$ cat config.mk
export PLATFORM = sky130hd
export DESIGN_NAME = flash_prog_ctrl
export DESIGN_NICKNAME = d
export VERILOG_FILES = /design/src/rtl/flash_prog_ctrl.sv
export SDC_FILE = /design/constraint.sdc
export NUM_CORES = 1
export LEC_CHECK = 0
export BUFFER_PORTS_ARGS = -buffer_cell sky130_fd_sc_hd__clkbuf_2
export CELL_PAD_IN_SITES_DETAIL_PLACEMENT = 0
export CELL_PAD_IN_SITES_GLOBAL_PLACEMENT = 1
export CORE_AREA = 2 2 102 104
export CTS_CLUSTER_SIZE = 25
export DETAILED_ROUTE_END_ITERATION = 8
export DIE_AREA = 0 0 104 106
export HOLD_SLACK_MARGIN = 0.05
export PLACE_DENSITY_LB_ADDON = 0.1
export SYNTH_ARGS = -nofsm -noshare
export SYNTH_HDL_FRONTEND = slang
export SYNTH_SLANG_ARGS = --single-unit
$ cat constraint.sdc
create_clock -name clk -period 7 [get_ports clk]
set_clock_uncertainty 0.15 [all_clocks]
set_input_delay 1.4 -clock clk [delete_from_list [all_inputs] [get_ports clk]]
set_output_delay 1.4 -clock clk [all_outputs]
set_load 0.05 [all_outputs]
$ cat src/rtl/flash_prog_ctrl.sv
module flash_prog_ctrl #(
  parameter int AW       = 17,
  parameter int WE_CLKS  = 4,
  parameter int RD_CLKS  = 3,
  parameter int MAX_POLL = 4096
) (
  input  logic          clk,
  input  logic          rst_n,
  input  logic          req_valid,
  output logic          req_ready,
  input  logic [1:0]    req_op,
  input  logic [AW-1:0] req_addr,
  input  logic [7:0]    req_wdata,
  output logic          rsp_valid,
  output logic          rsp_err,
  output logic          rsp_timeout,
  output logic [7:0]    rsp_rdata,
  output logic          fl_ce_n,
  output logic          fl_oe_n,
  output logic          fl_we_n,
  output logic [AW-1:0] fl_addr,
  output logic [7:0]    fl_dq_o,
  output logic          fl_dq_oe,
  input  logic [7:0]    fl_dq_i
);
  localparam int CMAX = (WE_CLKS > RD_CLKS) ? WE_CLKS : RD_CLKS;
  localparam int CW   = $clog2(CMAX + 1);
  localparam int PW   = $clog2(MAX_POLL + 1);
  localparam logic [AW-1:0] UA1 = AW'(15'h5555);
  localparam logic [AW-1:0] UA2 = AW'(15'h2AAA);

  typedef enum logic [2:0] {S_IDLE, S_WSU, S_WLO, S_WHI, S_RD, S_GAP, S_RESP} state_t;
  typedef enum logic [1:0] {P_PRE, P_WR, P_POLL} phase_t;

  state_t          state;
  phase_t          phase;
  logic [1:0]      op_r;
  logic [AW-1:0]   addr_r;
  logic [7:0]      data_r;
  logic [2:0]      wi;
  logic [CW-1:0]   cnt;
  logic [PW-1:0]   polls;
  logic            last6, fin, err_r, tmo_r;
  logic [7:0]      rdata_r;
  logic [AW-1:0]   wr_addr;
  logic [7:0]      wr_data;

  wire is_erase = op_r[1];
  wire is_prog  = (op_r == 2'b01);
  wire [2:0] last_wi = is_erase ? 3'd5 : 3'd3;
  wire rd_last = (cnt == CW'(RD_CLKS - 1));
  wire done_hit = is_erase ? (polls != '0 && fl_dq_i[6] == last6)
                           : (fl_dq_i[7] == data_r[7]);

  always_comb begin
    wr_addr = UA1;
    wr_data = 8'h10;
    case (wi)
      3'd0: begin wr_addr = UA1; wr_data = 8'hAA; end
      3'd1: begin wr_addr = UA2; wr_data = 8'h55; end
      3'd2: begin wr_addr = UA1; wr_data = is_erase ? 8'h80 : 8'hA0; end
      3'd3: begin
        wr_addr = is_erase ? UA1   : addr_r;
        wr_data = is_erase ? 8'hAA : data_r;
      end
      3'd4: begin wr_addr = UA2; wr_data = 8'h55; end
      default: begin wr_addr = UA1; wr_data = 8'h10; end
    endcase
  end

  assign req_ready   = (state == S_IDLE);
  assign rsp_valid   = (state == S_RESP);
  assign rsp_err     = rsp_valid & err_r;
  assign rsp_timeout = rsp_valid & tmo_r;
  assign rsp_rdata   = rdata_r;

  assign fl_ce_n  = !(state inside {S_WSU, S_WLO, S_WHI, S_RD});
  assign fl_we_n  = (state != S_WLO);
  assign fl_oe_n  = (state != S_RD);
  assign fl_dq_oe = (state inside {S_WSU, S_WLO, S_WHI});
  assign fl_addr  = (phase == P_WR) ? wr_addr : addr_r;
  assign fl_dq_o  = wr_data;

  always_ff @(posedge clk or negedge rst_n) begin
    if (!rst_n) begin
      state   <= S_IDLE;
      phase   <= P_PRE;
      op_r    <= '0;
      addr_r  <= '0;
      data_r  <= '0;
      wi      <= '0;
      cnt     <= '0;
      polls   <= '0;
      last6   <= 1'b0;
      fin     <= 1'b0;
      err_r   <= 1'b0;
      tmo_r   <= 1'b0;
      rdata_r <= '0;
    end else begin
      case (state)
        S_IDLE: if (req_valid) begin
          op_r   <= req_op;
          addr_r <= req_addr;
          data_r <= req_wdata;
          wi     <= '0;
          cnt    <= '0;
          polls  <= '0;
          fin    <= 1'b0;
          err_r  <= 1'b0;
          tmo_r  <= 1'b0;
          if (req_op[1]) begin
            phase <= P_WR;
            state <= S_WSU;
          end else begin
            phase <= P_PRE;
            state <= S_RD;
          end
        end
        S_WSU: state <= S_WLO;
        S_WLO: if (cnt == CW'(WE_CLKS - 1)) begin
          cnt   <= '0;
          state <= S_WHI;
        end else cnt <= cnt + 1'b1;
        S_WHI: begin
          state <= S_GAP;
          if (wi == last_wi) begin
            phase <= P_POLL;
            polls <= '0;
          end else wi <= wi + 1'b1;
        end
        S_RD: if (!rd_last) cnt <= cnt + 1'b1;
        else begin
          cnt     <= '0;
          state   <= S_GAP;
          rdata_r <= fl_dq_i;
          if (phase == P_PRE) begin
            if (!is_prog) fin <= 1'b1;
            else if (|(~fl_dq_i & data_r)) begin
              err_r <= 1'b1;
              fin   <= 1'b1;
            end else phase <= P_WR;
          end else begin
            polls <= polls + 1'b1;
            last6 <= fl_dq_i[6];
            if (done_hit) fin <= 1'b1;
            else if (polls == PW'(MAX_POLL - 1)) begin
              tmo_r <= 1'b1;
              fin   <= 1'b1;
            end
          end
        end
        S_GAP: state <= fin ? S_RESP : ((phase == P_WR) ? S_WSU : S_RD);
        default: state <= S_IDLE;
      endcase
    end
  end
endmodule

Word-level counts from Yosys, hierarchy flattened
Index checks and enable logic that the tools add are counted.

storage, ports and cells
  flip-flop bits (word level) = 63
  input port bits = 38
  output and inout port bits = 41
  logic and storage cells = 130

cells by class
  add/subtract/negate cells = 3
  equality and inequality tests = 34
  mux-type cells = 50
  bitwise gates (word level) = 5
  reductions and logical operators = 25

operators with widths
  cell                                                                      number
  13-bit 2-to-1 mux                                                         4
  13-bit one-hot mux with 3 select lines                                    1
  17-bit 2-to-1 mux                                                         2
  17-bit one-hot mux with 2 select lines                                    1
  3-bit 2-to-1 mux                                                          11
  8-bit one-hot mux with 4 select lines                                     1
  3-bit by 2-bit equality test with 1-bit output (second input constant)    6
  3-bit one-hot mux with 6 select lines                                     1
  1-bit 2-to-1 mux                                                          15
  2-bit inequality test (second input constant)                             7
  13-bit by 1-bit adder with 13-bit output (second input constant)          1
  13-bit by 12-bit equality test with 1-bit output (second input constant)  1
  13-bit nonzero test                                                       1
  3-bit equality test (second input constant)                               4
  2-bit 2-to-1 mux                                                          6
  6-bit AND reduction                                                       2
  2-bit by 1-bit inequality test with 1-bit output (second input constant)  5
  5-bit AND reduction                                                       2
  3-bit one-hot mux with 3 select lines                                     1
  3-bit AND reduction                                                       3
  3-bit nonzero test                                                        3
  8-bit AND                                                                 1
  8-bit 2-to-1 mux                                                          1
  8-bit NOT                                                                 1
  25 further kinds                                                          36

Depth between registers and ports, before layout
Gate-level depths: netlist (run 1).

  word-level depth = 8
  mapped depth = 8
  mapped depth without buffers = 7

Least setup slack after synthesis (run 1)
Ideal clock, no wire load.

  path kind = register to output
  start point = reg state[1]
  end point = out rsp_err
  data arrival time = 2.517 ns
  required time = 5.450 ns
  slack = 2.933 ns
  cell stages (with the launch flop) = 4
  path buffers = 1
  cell sequence = dfrtp_1 > clkbuf_1 > nor3b_1 > and2_1

between the ends
  cells in the longest elaborated chain, start to end = 2

RTL lines
  what                    RTL line  source
  start, declared         35        state_t state;
  start signal, assigned  152       S_GAP: state <= fin ? S_RESP : ((phase == P_WR) ? S_WSU : S_RD);
  3-bit equality test     72        assign rsp_valid = (state == S_RESP);
  net rsp_valid           14        output logic rsp_valid,
  1-bit AND               73        assign rsp_err = rsp_valid & err_r;
  end, declared           15        output logic rsp_err,

The timed path passes the listed nets, and every way through them passes these cells.

Worst setup path after layout (run 1)
  start point = reg wi[0]
  end point = out fl_addr[14]

between the ends
  cells in the longest elaborated chain, start to end = 4
  elaborated cells between the ends (all ways) = 6
  those cells by class = 3 x eq/ne; 2 x mux; 1 x reduce/logical

RTL lines
  what                                                                                   RTL line  source
  start, declared                                                                        40        logic [2:0] wi;
  start signal, assigned                                                                 129       end else wi <= wi + 1'b1;
  3-bit equality test or 3-bit by 1-bit equality test with 1-bit output (tied branches)  58        case (wi)
  2-bit OR reduction (no source line)                                                    -
  17-bit one-hot mux with 2 select lines (*)                                             58
  17-bit 2-to-1 mux (*)                                                                  81        assign fl_addr = (phase == P_WR) ? wr_addr : addr_r;
  end, declared                                                                          21        output logic [AW-1:0] fl_addr,

Mark *: on every way between the ends. The rest lies on a longest branch, timed or not.

==> results.toml, run 1 <==
[power]
p_clk_share_pct = 14.5
switchingPower_mw = 1.20
p_leak_nw = 2.10
peakVddDrop_mv = 0.263
power_density_mw_per_mm2 = 541
p_seq_share_pct = 28.2
p_int_mw = 1.01
sw_frac_of_total_pct = 54.4
p_comb_share_pct = 57.3

[final_layout]
nets = 511
diodes = 0
layout_common_cells = "nand2_1, clkbuf_2, dfrtp_1"
final-instance-count-excl-fill = 602
drive_gt1_share_pct = 23.6
area_growth_pct = 21.2
postLayoutCellArea_mm2 = 0.00408
final_common_cell = "nand2_1"

[route]
vias_per_cell = 4.80
postRouteAntennaNets = 0
wl_per_cell_um = 14.3
via_count = 2890
drtIter0Drc = 73
drc = 0
wirelength_um = 8610
firstDrtPassIters = 4

[synth]
yosysSeqAreaShare_pct = 46.8
ys_top_cells_by_area = "dfrtp_1, nand2_1, ha_1, o21ai_0, nor2_1"
ys.flop_type = "dfrtp_1"
syn_avg_cell_area_um2 = 8.70
synthCells = 387
synth_top_area_share_pct = 46.8
synth-async-reset-ratio_pct = 100
yosysWarnings = 0
netlist_area_mm2 = 0.00337
synth_edf_count = 0
synth_fp_nets = 437
ys_types = 46
yosys.area.top_type = "dfrtp_1"
ys_ff_latch = 63

[grt]
grt_use_met3_pct = 3.74
met2_usage_pct = 27.7
grt_overflow_total = 0
antenna_found_initial = 0
grt.total_usage_pct = 16.5
grt_max_degree = 64
use_met1_pct = 20.8
top_usage_layer = "met2"
grt_pass1_vias = 2905
grt_pass1_wl_um = 14500

[sta]
drv_slew = 0
setup_viol = 0
hold_viol = 0
tightest_slew_ps = 825
maxSlewHeadroom_pct = 45.0
period_needed_ps = 4100
finalCritPeriodShare_pct = 58.6
tns_ps = 0
fmax_mhz = 244
rsz0062_at_grt = "no"

[floorplanning]
die_h_um = 106
fp.dieArea_mm2 = 0.0110
num_rows = 37
initial_utilization_pct = 33.7
boundaryPins = 79
die_w_um = 104
core_mm2 = 0.0100

[clocking]
cts.path.max_buffers = 2
cts_hold_buf = 0
cts_buffers = 9
clk_pin_slew_ps = 70
clkSinkCount = 63
tritoncts = "built"
post_cts_buffers = 0
h-tree-depth = 3
cts-root-buf = "clkbuf_8"
cts-resized-gates = 0
insertion_delay_ps = 340

[placed_design]
place_inst = 586
dpl_cell_area_mm2 = 0.00388
routabilityCongestion = 0.768
port_buffers = 78
dpl.hpwl_um = 6150

[critical_path]
cp_data_required_time_ps = 5450
reg2regPathDepth = 6
crit_fanout = 8
arrival_ps = 2550
cp-start-kind = "register"
worst-setup-path-type = "reg -> out"
cp-end-kind = "output pin"

[worst_hold_path]
hp-class = "reg -> reg"
whs_path_depth = 2

[run]
cap_violations = 0

[status]
outcome = "complete, no violations"
[through the flow]
step	power [mW]	setup WS, ps	utilization, %	hold WS (ps)
after floorplan	1.60	2930	-	287
final	2.21	2900	40.8	315
after global placement	1.90	3290	38.8	301
after CTS	2.24	2850	40.8	323
after global routing	2.36	2700	40.8	351
after detailed placement	1.91	3240	38.8	305
[logic make-up (layout without fill, tap and decap cells)]
logic type / count (synthesis) / count (layout) / share of synthesized area (%)
DFF: 63 / 63 / 46.8
buffers and inverters: 36 / 115 / 4.05
xor gates and xnor gates: 8 / 8 / 2.08
and+or+nand+nor: 184 / 184 / 25.4
adders and majority gates: 12 / 12 / 4.46
muxes: 7 / 7 / 2.34
AOI/OAI and AO/OA: 77 / 77 / 14.8
[Yosys cell counts (2+ instances only)]
cell type / number
nand2_1: 101
dfrtp_1: 63
o21ai_0: 28
nor2_1: 24
inv_1: 17
clkbuf_1: 16
ha_1: 12
a21o_1: 11
a21oi_1: 11
o21a_1: 10
nand4_1: 8
mux2_2: 7
nor3_1: 7
nand2b_1: 6
nand3_1: 6
and2_1: 5
nor2b_1: 5
xor2_1: 5
a2111oi_0: 3
nor4_1: 3
o22ai_1: 3
or2_2: 3
or3_1: 3
xnor2_1: 3
a22o_1: 2
and3_1: 2
nand3b_1: 2
nor4b_1: 2
o31ai_1: 2
[worst max-delay path, stage by stage (launching register included)]
cell      delay (ps)
dfrtp_1          450
inv_1            110
ha_1             200
mux2_2           220
nor2b_1          480
nand2b_1         330
o21a_1           190
clkbuf_2         230
[cell type report]
| class | count | area, um2 |
|---|---|---|
| Tap cell | 136 | 170 |
| Sequential cell | 63 | 1580 |
| Fill cell | 1062 | 5920 |
| Inverter | 18 | 67.6 |
| Timing Repair Buffer | 81 | 413 |
| Clock inverter | 5 | 57.6 |
| Clock buffer | 11 | 141 |
| Multi-Input combinational cell | 288 | 1660 |
[layer usage]
metal  vias to the layer above  wire length (um)
li1                       1457                 -
met1                      1366              3940
met2                        61              4190
met3                         6               376
met4                         0                93
met5                         -                 0
[sequential cells by signal, summed over array words and instances, names as in the netlist]
signal and flops:
addr_r 17, polls 13, data_r 8, rsp_rdata 8, cnt 3, state 3
wi 3, op_r 2, phase 2, err_r 1, fin 1, last6 1
tmo_r 1
[path summary, 6_finish.rpt]
check                      startpoint           to  slack, ps
min reg2reg                addr_r[15]   addr_r[15]        310
max in group asynchronous       rst_n        wi[1]       5070
max reg2reg                  state[1]     polls[6]       4400
min in group asynchronous       rst_n     state[1]       1080
min                        addr_r[15]   addr_r[15]        310
max                             wi[0]  fl_addr[14]       2900
[power by group through the flow]
stage	clock, mW	sequential [mW]	combinational (mW)
floorplan	0	0.657	0.943
global placement	0	0.628	1.27
detailed placement	0	0.630	1.28
CTS	0.332	0.624	1.28
global route	0.348	0.646	1.36
finish	0.320	0.622	1.26
No activity file was read; power rests on OpenSTA's default activity.
==> inputs of run 2 (changes only) <==
--- a/config.mk
+++ b/config.mk
@@ -5,13 +5,14 @@
 export SDC_FILE = /design/constraint.sdc
 export NUM_CORES = 1
 export LEC_CHECK = 0
+export ABC_AREA = 1
 export BUFFER_PORTS_ARGS = -buffer_cell sky130_fd_sc_hd__clkbuf_2
 export CELL_PAD_IN_SITES_DETAIL_PLACEMENT = 0
 export CELL_PAD_IN_SITES_GLOBAL_PLACEMENT = 1
-export CORE_AREA = 2 2 102 104
+export CORE_AREA = 2 2 104 106
 export CTS_CLUSTER_SIZE = 25
 export DETAILED_ROUTE_END_ITERATION = 8
-export DIE_AREA = 0 0 104 106
+export DIE_AREA = 0 0 106 108
 export HOLD_SLACK_MARGIN = 0.05
 export PLACE_DENSITY_LB_ADDON = 0.1
 export SYNTH_ARGS = -nofsm -noshare
==> constraint.sdc (replaced) <==
create_clock -name clk -period 3.8 [get_ports clk]
set_clock_uncertainty 0.15 [all_clocks]
set_input_delay 0.76 -clock clk [delete_from_list [all_inputs] [get_ports clk]]
set_output_delay 0.76 -clock clk [all_outputs]
set_load 0.05 [all_outputs]
==> results.toml, run 2 <==
[status]
outcome = "complete, no violations"

[grt]
grt_max_degree = 37
grt_overflow_total = 0
grt_pass1_wl_um = 15500
grt.total_usage_pct = 17.1
grt_pass1_vias = 3209
antenna_found_initial = 0

[synth]
syn_avg_cell_area_um2 = 7.15
synth_common_cells = "nand2_1, dfrtp_1, inv_1"
ys_top_cells_by_area = "dfrtp_1, nand2_1, o21ai_0, inv_1, nor2_1"
synthCells = 497
yosysSeqAreaShare_pct = 44.4
synth_top_area_share_pct = 44.4
netlist_area_mm2 = 0.00355
yosys.cell_count.top_type = "nand2_1"
yosysWarnings = 0
ys_ff_latch = 63
synth_fp_nets = 547
yosys.area.top_type = "dfrtp_1"
ys.flop_type = "dfrtp_1"
synth-async-reset-ratio_pct = 100
synth_edf_count = 0
ys_types = 26

[sta]
tightest_slew_ps = 906
period_needed_ps = 3370
hold_viol = 0
rsz0062_at_grt = "no"
finalCritPeriodShare_pct = 88.8
setup_viol = 0
maxSlewHeadroom_pct = 39.6
fmax_mhz = 296
setup_slack_ps = 426
tns_ps = 0
hold_slack_ps = 318
drv_slew = 0

[run]
cap_violations = 0

[floorplanning]
core_mm2 = 0.0102
die_w_um = 106
initial_utilization_pct = 34.7
num_rows = 37
die_h_um = 108
fp.dieArea_mm2 = 0.0114
boundaryPins = 79

[critical_path]
critical-path-max-stage-delay_ps = 490
arrival_ps = 2460
path_buf_inv = 3
cp_data_required_time_ps = 2890
crit_family = "simple AND/OR/NAND/NOR gates"
worst-setup-path-type = "reg -> out"
worstPathCellList = "ha_1, ha_1, inv_1, nor2_2, nor2_1, o21ai_0, inv_1, clkbuf_2"
crit_fanout = 12
crit_path_top_delay_cell = "nor2_1"
r2r_slack_ps = 1490
cp-end-kind = "output pin"
cp-start-kind = "register"

[final_layout]
layout_common_cells = "nand2_1, clkbuf_2, dfrtp_1"
drive_gt1_share_pct = 19.0
largest_reg_flops = 17
area_growth_pct = 20.8
finish.utilization_pct = 41.9
diodes = 0
final_common_cell = "nand2_1"
final-instance-count-excl-fill = 720
nets = 629
top_regs = "addr_r x17, polls x13"
postLayoutCellArea_mm2 = 0.00429
regMostFlops = "addr_r"

[route]
wirelength_um = 9080
drtIter0Drc = 118
wl_per_cell_um = 12.6
drc = 0
via_count = 3288
postRouteAntennaNets = 0
firstDrtPassIters = 4
vias_per_cell = 4.57

[placed_design]
routabilityCongestion = 0.788
place_inst = 704
port_buffers = 78
place_worst_setup_slack_ps = 671
dpl.hpwl_um = 6760
dpl_cell_area_mm2 = 0.00409

[power]
power_mw = 3.94
peakVddDrop_mv = 0.473
power_density_mw_per_mm2 = 917
p_leak_nw = 2.32

[clocking]
cts_buffers = 9
clkSinkCount = 63
cts_hold_buf = 0
h-tree-depth = 3
insertion_delay_ps = 350
tritoncts = "built"
cts-root-buf = "clkbuf_8"
clk_pin_slew_ps = 70
cts.path.max_buffers = 2
post_cts_buffers = 0

[worst_hold_path]
hp-class = "reg -> reg"
==> run 2: cell types whose count changed in the layout (fill, tap and decap cells not counted), moves of 10 or more <==
cell | before | now
nor2_1 | 24 | 46
o21a_1 | 10 | 0
o21ai_0 | 28 | 54
nand3_1 | 6 | 19
a21o_1 | 11 | 0
nand2_1 | 101 | 185
inv_1 | 17 | 62
==> run 2: report_power, final <==
group / internal [mW] / switching [mW]
combinational: 0.514 / 1.74
sequential: 0.913 / 0.177
clock: 0.317 / 0.272
total: 1.74 / 2.19
==> run 2: tightest hold or removal path: cells and delay by family (launching register included) <==
family / cells / cell delay (ps)
flops: 1 / 340
simple gates: 2 / 100
==> run 2: cell families (layout without fill, tap and decap cells) <==
kind of cell             count (synthesis)  after routing  share of synthesized area (%)
AO/OA/AOI/OAI                           62             62                           9.08
flip-flops                              63             63                           44.4
adder cells (fa/ha/maj)                 12             12                           4.23
buffers and inverters                   75            162                           8.20
XOR/XNOR                                 6              6                           1.48
AND/OR/NAND/NOR                        279            279                           32.6
==> run 2: layer usage <==
layer | GRT usage, % | wire (um) | share of wire (%)
met5 | 0 | 0 | 0
met3 | 3.68 | 493 | 5.4
met1 | 23.3 | 4400 | 48
met4 | 5.64 | 93 | 1.0
met2 | 27.1 | 4090 | 45
==> run 2: what timing repair did <==
item	in CTS	in global routing
gates resized for setup	0	1
endpoints found under the setup margin	0	1
hold endpoints to repair	0	0
==> run 2: worst paths after layout <==
path,start,end,cells past startpoint
setup / recovery,wi[0],fl_addr[12],8
hold / removal,addr_r[3],addr_r[3],2
setup reg to reg,state[0],wi[1],7
hold reg to reg,addr_r[3],addr_r[3],2
max in group asynchronous,rst_n,polls[8],2
min in group asynchronous,rst_n,polls[5],1
==> run 2: final cells by class <==
cell class                      instances  area [um2]
Multi-Input combinational cell        359        1690
Sequential cell                        63        1580
Timing Repair Buffer                   81         413
Clock buffer                           10         138
Inverter                               65         246
Fill cell                            1117        5940
Clock inverter                          6        60.1
Tap cell                              136         170
==> inputs of run 3 (changes only) <==
--- a/config.mk
+++ b/config.mk
@@ -15,6 +15,7 @@
 export DIE_AREA = 0 0 106 108
 export HOLD_SLACK_MARGIN = 0.05
 export PLACE_DENSITY_LB_ADDON = 0.1
+export REMOVE_ABC_BUFFERS = 1
 export SYNTH_ARGS = -nofsm -noshare
 export SYNTH_HDL_FRONTEND = slang
 export SYNTH_SLANG_ARGS = --single-unit
==> results.toml, run 3 (synthesis results as in run 2) <==
[sta]
rsz0062_at_grt = "no"
setup_slack_ps = 307
period_needed_ps = 3490
drv_slew = 0
tightest_slew_ps = 826
hold_viol = 0
maxSlewHeadroom_pct = 44.9
fmax_mhz = 286
finalCritPeriodShare_pct = 91.9
tns_ps = 0
setup_viol = 0

[power]
power_density_mw_per_mm2 = 928
p_leak_nw = 2.32
peakVddDrop_mv = 0.549

[grt]
use_met1_pct = 22.2
grt_pass1_vias = 3119
grt_max_degree = 64
grt_pass1_wl_um = 14800
grt_overflow_total = 0
antenna_found_initial = 0
grt_use_met3_pct = 2.59
top_usage_layer = "met2"
met2_usage_pct = 25.7
grt.total_usage_pct = 16.2

[critical_path]
path_buf_inv = 4
crit_path_top_delay_cell = "nor2_1"
critical-path-max-stage-delay_ps = 530
worst-setup-path-type = "reg -> out"
cp-start-kind = "register"
cpMostUsedCell = "inv_1"
crit_fanout = 12
worstPathCellList = "inv_1, ha_1, inv_1, nor2_1, nor2_1, o21ai_0, inv_1, clkbuf_2"
cp_data_required_time_ps = 2890
arrival_ps = 2580
cp-end-kind = "output pin"
crit_family = "simple AND/OR/NAND/NOR gates"

[floorplanning]
num_rows = 37
boundaryPins = 79
die_h_um = 108
core_mm2 = 0.0102
die_w_um = 106
initial_utilization_pct = 34.7
fp.dieArea_mm2 = 0.0114

[status]
outcome = "complete, no violations"

[final_layout]
final-instance-count-excl-fill = 719
diodes = 0
top_regs = "addr_r x17, polls x13"
nets = 628
largest_reg_flops = 17
area_growth_pct = 21.1
regMostFlops = "addr_r"
drive_gt1_share_pct = 18.7
final_common_cell = "nand2_1"
layout_common_cells = "nand2_1, clkbuf_2, dfrtp_1"

[route]
firstDrtPassIters = 4
drtIter0Drc = 146
wirelength_um = 8840
postRouteAntennaNets = 0
vias_per_cell = 4.61
via_count = 3316
drc = 0
wl_per_cell_um = 12.3

[clocking]
cts-resized-gates = 0
post_cts_buffers = 0
cts-root-buf = "clkbuf_8"
cts_buffers = 9
h-tree-depth = 3
tritoncts = "built"
clkSinkCount = 63
insertion_delay_ps = 340
clk_pin_slew_ps = 70
cts_hold_buf = 0
cts.path.max_buffers = 2

[run]
cap_violations = 0

[placed_design]
routabilityCongestion = 0.860
port_buffers = 78
dpl.hpwl_um = 6370
place_inst = 703
place_worst_setup_slack_ps = 654

[worst_hold_path]
hp-class = "reg -> reg"
## run 3: per-stage QoR
step / hold slack (ps) / util (%) / area (um2) / power [mW]
final: 318 / 42.1 / 4300 / 4.00
after detailed placement: 303 / 39.9 / 4080 / 3.37
after global placement: 302 / 39.9 / 4080 / 3.36
after global routing: 352 / 42.1 / 4300 / 4.31
after CTS: 321 / 42.1 / 4300 / 4.05
after floorplan: 286 / - / 3510 / 2.81
## run 3: worst paths after layout
check	from	slack, ps	to	cells after the start
worst max-delay path	wi[2]	310	fl_addr[12]	8
worst min-delay path	addr_r[9]	320	addr_r[9]	2
worst max register to register	state[0]	1710	last6	7
worst min register to register	addr_r[9]	320	addr_r[9]	2
max in group asynchronous	rst_n	2510	phase[1]	2
min in group asynchronous	rst_n	440	polls[6]	2
## run 3: where the power goes
| group | internal, mW | switching [mW] | leakage, nW |
|---|---|---|---|
| Clock | 0.370 | 0.291 | 0.102 |
| Sequential | 0.913 | 0.175 | 0.806 |
| Combinational | 0.513 | 1.73 | 1.41 |
| Total | 1.80 | 2.20 | 2.32 |
## run 3: cell type report
type	count	area, um2
Timing Repair Buffer	80	405
Inverter	65	246
Clock inverter	7	96.3
Fill cell	1119	5930
Sequential cell	63	1580
Tap cell	136	170
Multi-Input combinational cell	359	1690
Clock buffer	9	124
## run 3: worst register-to-register path: cells and delay by family (launching register included)
kind	cells	cell delay [ps]
compound gates	1	110
buf+inv	1	250
flops	1	470
simple gates	5	1030
## run 3: routing by layer
layer,part of all wire [%],up-vias
met2,47,61
met5,0,-
li1,-,1713
met3,3.5,11
met4,1.4,0
met1,48,1531
